`src/rtl/lva_pkg.sv`:
```
package lva_pkg;
  typedef struct packed {
    logic loadStage1;
    logic loadStage2;
  } lvaStrobe_t;
endpackage

```
`src/rtl/lva_field_stage.sv`:
```
module lva_field_stage #(
  parameter int NUM_FIELDS = 4,
  parameter int FIELD_W    = 64,
  localparam int TOT_W     = NUM_FIELDS * FIELD_W
) (
  input  logic [TOT_W-1:0]      opA,
  input  logic [TOT_W-1:0]      opB,
  output logic [TOT_W-1:0]      rawSum,
  output logic [NUM_FIELDS-1:0] genMask,
  output logic [NUM_FIELDS-1:0] bubbleMask
);
  for (genvar k = 0; k < NUM_FIELDS; k++) begin : gField
    localparam int LO = k * FIELD_W;
    logic [FIELD_W-1:0] fieldA, fieldB, fieldSum;
    logic topA, topB, topS;
    always_comb begin
      fieldA   = opA[LO +: FIELD_W];
      fieldB   = opB[LO +: FIELD_W];
      fieldSum = fieldA + fieldB;
      topA     = fieldA[FIELD_W-1];
      topB     = fieldB[FIELD_W-1];
      topS     = fieldSum[FIELD_W-1];
    end
    assign rawSum[LO +: FIELD_W] = fieldSum;
    assign genMask[k]    = (topA & topB) | ((topA | topB) & ~topS);
    assign bubbleMask[k] = &fieldSum;
  end
endmodule

```
`src/rtl/lva_carry_resolve.sv`:
```
module lva_carry_resolve #(
  parameter int NUM_FIELDS = 4,
  parameter int FIELD_W    = 64,
  localparam int TOT_W     = NUM_FIELDS * FIELD_W,
  localparam int MASK_W    = NUM_FIELDS + 1
) (
  input  logic [TOT_W-1:0]      rawSum,
  input  logic [NUM_FIELDS-1:0] genMask,
  input  logic [NUM_FIELDS-1:0] bubbleMask,
  input  logic                  carryIn,
  output logic [TOT_W-1:0]      sumOut,
  output logic                  carryOut
);
  logic [MASK_W-1:0] marker, classMask, seeded, advanced, incMask;

  always_comb begin
    marker    = {genMask, carryIn};
    classMask = {1'b0, bubbleMask};
    seeded    = marker & classMask;
    advanced  = seeded + classMask;
    incMask   = (advanced ^ classMask) | marker;
  end

  assign carryOut = incMask[NUM_FIELDS];

  for (genvar k = 0; k < NUM_FIELDS; k++) begin : gInc
    localparam int LO = k * FIELD_W;
    assign sumOut[LO +: FIELD_W] =
      rawSum[LO +: FIELD_W] + {{(FIELD_W-1){1'b0}}, incMask[k]};
  end
endmodule

```
`src/rtl/lva_datapath.sv`:
```
module lva_datapath
  import lva_pkg::*;
#(
  parameter int NUM_FIELDS = 4,
  parameter int FIELD_W    = 64,
  localparam int TOT_W     = NUM_FIELDS * FIELD_W
) (
  input  logic             clk,
  input  logic             rstN,
  input  lvaStrobe_t       strobe,
  input  logic [TOT_W-1:0] opA,
  input  logic [TOT_W-1:0] opB,
  input  logic             carryIn,
  output logic [TOT_W-1:0] sum,
  output logic             carryOut
);
  logic [TOT_W-1:0]      rawSumC, rawSumQ;
  logic [NUM_FIELDS-1:0] genC, genQ, bubC, bubQ;
  logic                  cinQ;
  logic [TOT_W-1:0]      sumC;
  logic                  coutC;

  lva_field_stage #(.NUM_FIELDS(NUM_FIELDS), .FIELD_W(FIELD_W)) uFields (
    .opA(opA), .opB(opB),
    .rawSum(rawSumC), .genMask(genC), .bubbleMask(bubC)
  );

  always_ff @(posedge clk) begin
    if (!rstN) begin
      rawSumQ <= '0;
      genQ    <= '0;
      bubQ    <= '0;
      cinQ    <= 1'b0;
    end else if (strobe.loadStage1) begin
      rawSumQ <= rawSumC;
      genQ    <= genC;
      bubQ    <= bubC;
      cinQ    <= carryIn;
    end
  end

  lva_carry_resolve #(.NUM_FIELDS(NUM_FIELDS), .FIELD_W(FIELD_W)) uResolve (
    .rawSum(rawSumQ), .genMask(genQ), .bubbleMask(bubQ), .carryIn(cinQ),
    .sumOut(sumC), .carryOut(coutC)
  );

  always_ff @(posedge clk) begin
    if (!rstN) begin
      sum      <= '0;
      carryOut <= 1'b0;
    end else if (strobe.loadStage2) begin
      sum      <= sumC;
      carryOut <= coutC;
    end
  end
endmodule

```
`src/rtl/lva_ctrl.sv`:
```
module lva_ctrl
  import lva_pkg::*;
(
  input  logic       clk,
  input  logic       rstN,
  input  logic       inValid,
  output lvaStrobe_t strobe,
  output logic       outValid
);
  logic stage1Valid;

  always_ff @(posedge clk) begin
    if (!rstN) begin
      stage1Valid <= 1'b0;
      outValid    <= 1'b0;
    end else begin
      stage1Valid <= inValid;
      outValid    <= stage1Valid;
    end
  end

  always_comb begin
    strobe.loadStage1 = inValid;
    strobe.loadStage2 = stage1Valid;
  end
endmodule

```
`src/rtl/lva_adder.sv`:
```
module lva_adder
  import lva_pkg::*;
#(
  parameter int NUM_FIELDS = 4,
  parameter int FIELD_W    = 64,
  localparam int TOT_W     = NUM_FIELDS * FIELD_W
) (
  input  logic             clk,
  input  logic             rstN,
  input  logic             inValid,
  input  logic [TOT_W-1:0] opA,
  input  logic [TOT_W-1:0] opB,
  input  logic             carryIn,
  output logic             outValid,
  output logic [TOT_W-1:0] sum,
  output logic             carryOut
);
  lvaStrobe_t strobe;

  lva_ctrl uCtrl (
    .clk(clk), .rstN(rstN), .inValid(inValid),
    .strobe(strobe), .outValid(outValid)
  );

  lva_datapath #(.NUM_FIELDS(NUM_FIELDS), .FIELD_W(FIELD_W)) uData (
    .clk(clk), .rstN(rstN), .strobe(strobe),
    .opA(opA), .opB(opB), .carryIn(carryIn),
    .sum(sum), .carryOut(carryOut)
  );
endmodule

```
`config.mk`:
```
export PLATFORM = sky130hd
export DESIGN_NAME = lva_adder
export DESIGN_NICKNAME = d
export VERILOG_FILES = /design/src/rtl/lva_pkg.sv /design/src/rtl/lva_field_stage.sv /design/src/rtl/lva_carry_resolve.sv /design/src/rtl/lva_datapath.sv /design/src/rtl/lva_ctrl.sv /design/src/rtl/lva_adder.sv
export SDC_FILE = /design/constraint.sdc
export NUM_CORES = 2
export LEC_CHECK = 0
export ABC_AREA = 1
export BUFFER_PORTS_ARGS = -buffer_cell sky130_fd_sc_hd__clkbuf_2
export CAP_MARGIN = 5
export CORE_MARGIN = 2
export CORE_UTILIZATION = 25
export DETAILED_ROUTE_END_ITERATION = 6
export PLACE_DENSITY_LB_ADDON = 0.15
export SLEW_MARGIN = 20
export SYNTH_ARGS = -nofsm -noshare
export SYNTH_HDL_FRONTEND = slang
export SYNTH_SLANG_ARGS = --single-unit
```
`constraint.sdc`:
```
create_clock -name clk -period 9.6 [get_ports clk]
set_input_delay 0.96 -clock clk [delete_from_list [all_inputs] [get_ports clk]]
set_output_delay 0.96 -clock clk [all_outputs]
set_load 0.03 [all_outputs]
```
# == Yosys cells after proc, flatten, opt, wreduce, memory -nomap -nowiden ==
# Index checks and enable logic that the tools add are counted.
# classes
add_sub_neg,9
bitwise,23
n_reduce_logical,4
# op_table
op,count
64-bit by 1-bit adder with 64-bit output,4
64-bit adder,4
64-bit AND reduction,4
1-bit bitwise AND,8
1-bit OR,8
5-bit by 4-bit adder with 5-bit output,1
5-bit by 4-bit bitwise AND with 5-bit output,1
5-bit OR,1
5-bit by 4-bit XOR with 5-bit output,1
1-bit NOT,4
# word_totals
ff_bits,524
output_inout_bits,258
elab_cells,44

# == Logic depth before layout (Yosys ltp) ==
# logic_depth
depth_word,5
mapped_depth,27
mapped_depth_nobuf,27

# == Cells and area by module ==
# From an unflattened synthesis, not the netlist that was laid out.
# hier_totals
cells_unflattened,10548
area_unflattened_um2,54260.8
# modules_own_cells
mod,n_inst,cells_each,area_per_inst_um2,seq_area_each_um2
lva_field_stage,1,5340,24184.4,0.0
lva_datapath,1,3306,21545.7,10450.0
lva_carry_resolve,1,1894,8460.6,0.0
lva_ctrl,1,8,70.1,40.0

# == Worst setup path before layout ==
# OpenSTA, ideal clock, no wires.
# synth_timing
kind,input port to flip-flop
start,input opA[66]
end,register uData.bubQ[1]
setup_ns,0.070
t_arrival_ns,3.867
slack_ns,5.663
path_stages,25
cell_sequence,ha_1 > nand2_1 > nand3_1 > nand3_1 > nand3_1 > nand2_1 > nand2_1 > nand2_1 > nand2_1 > a221o_1 > fa_1 > nand4_1 > nor2_1 > nand3_1 > nor2_1 > nand2_1 > nor2_1 > nand3_1 > nor2_1 > nand2_1 > nor2_1 > nand3_1 > nor2_1 > nand2_1 > a21oi_1
# synth_between
elab_chain_len,2
# synth_rtl
element,line,text
from (decl),lva_adder.sv:11,"input logic [TOT_W-1:0] opA,"
64-bit adder,lva_field_stage.sv:19,fieldSum = fieldA + fieldB;
net uData.rawSumC[127],lva_datapath.sv:17,"logic [TOT_W-1:0] rawSumC, rawSumQ;"
64-bit AND reduction,lva_field_stage.sv:26,assign bubbleMask[k] = &fieldSum;
to (signal assigned),lva_datapath.sv:37,bubQ <= bubC;
to (decl),lva_datapath.sv:18,"logic [NUM_FIELDS-1:0] genC, genQ, bubC, bubQ;"
# The timed path passes the listed nets, and every way through them passes these cells.
# A chain may end at the register's enable or synchronous reset.

# == Final worst setup path ==
# layout_timing
start,input opA[2]
end,register uData.bubQ[0]
# Same word-level chain as after synthesis.

==> results.rst <==
.. list-table::
   :header-rows: 1

   * - Metric
     - Value
   * - Req. time, crit path
     - 10.20 ns
   * - Fraction of the mapped netlist area in adder cells
     - 6.92%
   * - Maximum clock insertion buffer count
     - 3
   * - Switching part of the total
     - 39.5%
   * - Total count of hold-check failures in the final report
     - 0
   * - Clock-pin slew on the worst setup and hold paths
     - around 0.07 ns
   * - Cell types occupying the most area after synthesis
     - sky130_fd_sc_hd__nand2_1 (21%), sky130_fd_sc_hd__dfxtp_1 (21%), sky130_fd_sc_hd__inv_1 (15%)
   * - Max-Cap Viols
     - 0
   * - Filler Cells Inserted
     - 22868
   * - Placed cell count
     - roughly 12000
   * - RSZ-0062 raised after global routing
     - false
   * - Crit path max fanout
     - 6
   * - Fraction of final layout cells with drive strength greater than 1
     - roughly a tenth
   * - Inserted Clock Buffers
     - between 70 and 80
   * - Max Clock Skew
     - 0.0323 ns
   * - Synth-to-layout area growth
     - 18.5%
   * - Count of final setup violators
     - 0
   * - Largest stage delay, worst path
     - about 0.68 ns
   * - Share of the clock period used by the worst path after layout
     - 51.0%
   * - Buffers & Inverters on Critical Path
     - 2
   * - Total nets after synthesis
     - 9810
   * - Commonest cells in the synthesized netlist
     - sky130_fd_sc_hd__nand2_1 (2809), sky130_fd_sc_hd__inv_1 (1958), sky130_fd_sc_hd__nor2_1 (1218), sky130_fd_sc_hd__dfxtp_1 (524), sky130_fd_sc_hd__o21ai_0 (455)
   * - Detailed router's first-iteration violation count
     - 3548
   * - CTS tree
     - built
   * - Xor/xnor share of the synthesized area
     - under 10%
   * - Row cnt
     - about 160
   * - Number of primary I/O pins
     - 774
   * - Global-route wire length before repair
     - 339 mm
   * - Footprint of the multi-input gates
     - 31000 sq um
   * - Global routing usage summed across all routing layers
     - around 22%
   * - Most repeated cell in the gate-level netlist after synthesis
     - sky130_fd_sc_hd__nand2_1
   * - Final cell count without fillers
     - 12409
   * - Hold_buf cts
     - 0
   * - Mean number of vias per cell
     - 4.47
   * - Startpoint type of the worst setup path
     - input port
   * - CTS sink cnt
     - 524
   * - Final Net Count
     - roughly 10000
   * - Fmax
     - between 0.2 and 0.25 GHz
   * - Routability-driven placement congestion ratio
     - 0.957
   * - Top_reg_cell synth
     - sky130_fd_sc_hd__dfxtp_1
   * - Number of DRC violations after detailed routing
     - 0
   * - Slowest stage cell, crit path
     - sky130_fd_sc_hd__fa_1
   * - Remaining number of nets flagged by the antenna check after routing
     - 0
   * - Cell area power density
     - 136 nW/um^2
   * - Top-area cell type share of the netlist area
     - 21.3%
   * - Gate count after technology mapping
     - 9025
   * - Die boundary width
     - roughly 450 microns
   * - Sequential-to-total area share from yosys stat
     - 21.2%
   * - Post-CTS setup repair buffer count
     - 0
   * - Critical path endpoint category
     - register
   * - Hpwl dp
     - 196 mm
   * - Initial standard-cell utilization of the core
     - 25.1%
   * - Actual transition at the worst max-transition pin
     - ~1.1 ns
   * - Sequential Power Share
     - 31.7%
   * - Number of global-route vias before repair
     - ~53000
   * - Clock period minus final worst setup slack
     - 4.90 ns
   * - Critical path data arrival time
     - 5.50 ns
   * - Number of enable-type register cells in the synthesized netlist
     - 0
   * - Pin count of the biggest net entering global routing
     - approximately 160
   * - Compound-gate portion of the synthesized area
     - a little over a tenth
   * - Critical path class
     - input port to register
   * - Register area
     - approximately 10000 sq um
   * - Slew Viols, Final
     - 0
   * - Result of the run
     - finished clean
   * - GRT Residual Overflow
     - 0
   * - Area of the mapped netlist
     - 49500 sq um
   * - Main combinational cell family by area after synthesis
     - simple AND/OR/NAND/NOR gates
   * - Count of warnings emitted by yosys
     - 0
   * - Number of cells upsized or downsized after cts
     - 0
   * - Vias post-DR
     - 55513
   * - Largest area contributor in the synthesized netlist
     - sky130_fd_sc_hd__nand2_1
   * - Combinational cell fraction of total power
     - 32.5%
   * - Core ar.
     - 197000 sq um
   * - Number of port buffers
     - 773
   * - Fin Setup TNS
     - 0 ns
   * - Worst slew margin relative to its limit
     - 27.1%
   * - Initial antenna violation count
     - 3
   * - Clock Root Buffer
     - sky130_fd_sc_hd__clkbuf_16
   * - Share of flip-flops with an asynchronous set or reset
     - 0%
   * - 1st-pass router iterations
     - 5
   * - Synthesis-stage register bit count
     - 524
   * - Clock share of power
     - 35.7%
   * - Vertical extent of the die
     - 449 microns
   * - Switching power total
     - 3170 uW
   * - Die Area
     - 202000 sq um
   * - H-tree depth
     - 3
   * - Synthesized area per cell
     - between 5 and 6 sq um
   * - Tightest Hold Check Type
     - register to register
   * - Leakage power total
     - between 0.03 and 0.04 uW
   * - Routed wirelength normalized by instance count
     - approximately 19 microns
   * - Synth cell types
     - 53
   * - Area share of and/or/nand/nor cells after synthesis
     - 40.1%
   * - Worst skew pair latency
     - 0.67 ns
   * - Maximum vdd ir drop
     - approximately 0.11 mV
   * - Total Routed Length
     - 231 mm
   * - Worst path most repeated cell
     - sky130_fd_sc_hd__nand2_1
   * - Multiplexer share of the synthesized area
     - 0%
   * - Critical path's top delay family
     - simple AND/OR/NAND/NOR gates
   * - Cell-internal power
     - 4840 uW
cell families (layout without fill, tap and decap cells):
logic type,count (synthesis),count (layout)
AND/OR/NAND/NOR,4836,4836
buffers and inverters,2139,2882
AO/OA/AOI/OAI,979,979
flip-flops,524,524
XOR/XNOR,278,278
adder cells (fa/ha/maj),269,269
other,0,1
flip-flops by register name, summed over array words and instances, names as in the netlist:
name               flops
uData.rawSumQ        256
uData.genQ             4
uCtrl.outValid         1
uData.carryOut         1
uData.sum            256
uData.bubQ             4
uData.cinQ             1
uCtrl.stage1Valid      1
path summary, 6_finish.rpt:
check             slack, ns                           to  cells after the start                  startpoint
setup / recovery       4.70   uData.bubQ[0]$_SDFFE_PN0P_                     28                      opA[2]
hold / removal         0.47   uData.bubQ[0]$_SDFFE_PN0P_                      2  uData.bubQ[0]$_SDFFE_PN0P_
setup reg to reg       5.35  uData.sum[255]$_SDFFE_PN0P_                     18     uData.cinQ$_SDFFE_PN0P_
hold reg to reg        0.47   uData.bubQ[0]$_SDFFE_PN0P_                      2  uData.bubQ[0]$_SDFFE_PN0P_
per-stage QoR:
| stage | setup WS, ns | cell area [sq um] | power (uW) | utilization (%) | hold slack (ns) |
|---|---|---|---|---|---|
| global placement | 3.75 | 56200 | 5210 | 28.5 | 0.451 |
| finish | 4.70 | 58700 | 8010 | 29.8 | 0.470 |
| floorplan | 5.66 | 49500 | 4170 | - | 0.433 |
| detailed placement | 3.82 | 56200 | 5210 | 28.5 | 0.456 |
| global route | 4.30 | 58700 | 8530 | 29.8 | 0.503 |
| CTS | 4.55 | 58700 | 8140 | 29.8 | 0.466 |
cell type report:
cell class | count | share of cell area, %
inverter | 1962 | 12.6
timing repair buffer | 786 | 6.83
multi-input combinational | 6362 | 52.8
clock inverter | 32 | 0.610
sequential | 524 | 17.9
tap | 2640 | 5.63
antenna | 1 | 0.00426
clock buffer | 102 | 3.65
per-layer routing:
layer	routed length [microns]	track usage, %	vias up
li1	-	-	28908
met1	104000	28.5	25063
met2	109000	38.1	1296
met3	8460	2.28	246
met4	9020	7.73	0
met5	0	0	-
placed cells by master, fill, tap and decap left out, types with 9 or more instances in the layout:
cell type,count
sky130_fd_sc_hd__a21oi_1,355
sky130_fd_sc_hd__buf_4,11
sky130_fd_sc_hd__clkbuf_1,12
sky130_fd_sc_hd__clkbuf_16,76
sky130_fd_sc_hd__clkbuf_2,771
sky130_fd_sc_hd__clkbuf_8,14
sky130_fd_sc_hd__clkinv_2,11
sky130_fd_sc_hd__dfxtp_1,523
sky130_fd_sc_hd__ha_1,261
sky130_fd_sc_hd__inv_1,1956
sky130_fd_sc_hd__nand2_1,2809
sky130_fd_sc_hd__nand3_1,344
sky130_fd_sc_hd__nand3b_1,43
sky130_fd_sc_hd__nand4_1,115
sky130_fd_sc_hd__nor2_1,1218
sky130_fd_sc_hd__nor2_2,20
sky130_fd_sc_hd__nor2_4,9
sky130_fd_sc_hd__nor3_1,177
sky130_fd_sc_hd__nor3_2,10
sky130_fd_sc_hd__nor4_1,43
sky130_fd_sc_hd__o211ai_1,107
sky130_fd_sc_hd__o21ai_0,455
sky130_fd_sc_hd__o21ai_1,17
sky130_fd_sc_hd__o21bai_1,28
sky130_fd_sc_hd__xnor2_1,55
sky130_fd_sc_hd__xor2_1,223
power by group through the flow:
stage	registers (uW)	clock network [uW]	logic, uW
2_1_floorplan	2640	0	1530
6_report	2540	2860	2610
5_1_grt	2560	3040	2930
4_1_cts	2540	2970	2630
3_3_place_gp	2590	0	2630
3_5_place_dp	2590	0	2620
tightest hold or removal path: cells and delay by family, from the launching register on:
family / cells / cell delay (ns)
and+or+nand+nor: 1 / 0.06
DFF: 1 / 0.31
AOI/OAI and AO/OA: 1 / 0.05
Note: power is estimated with default switching activity, not from simulation.
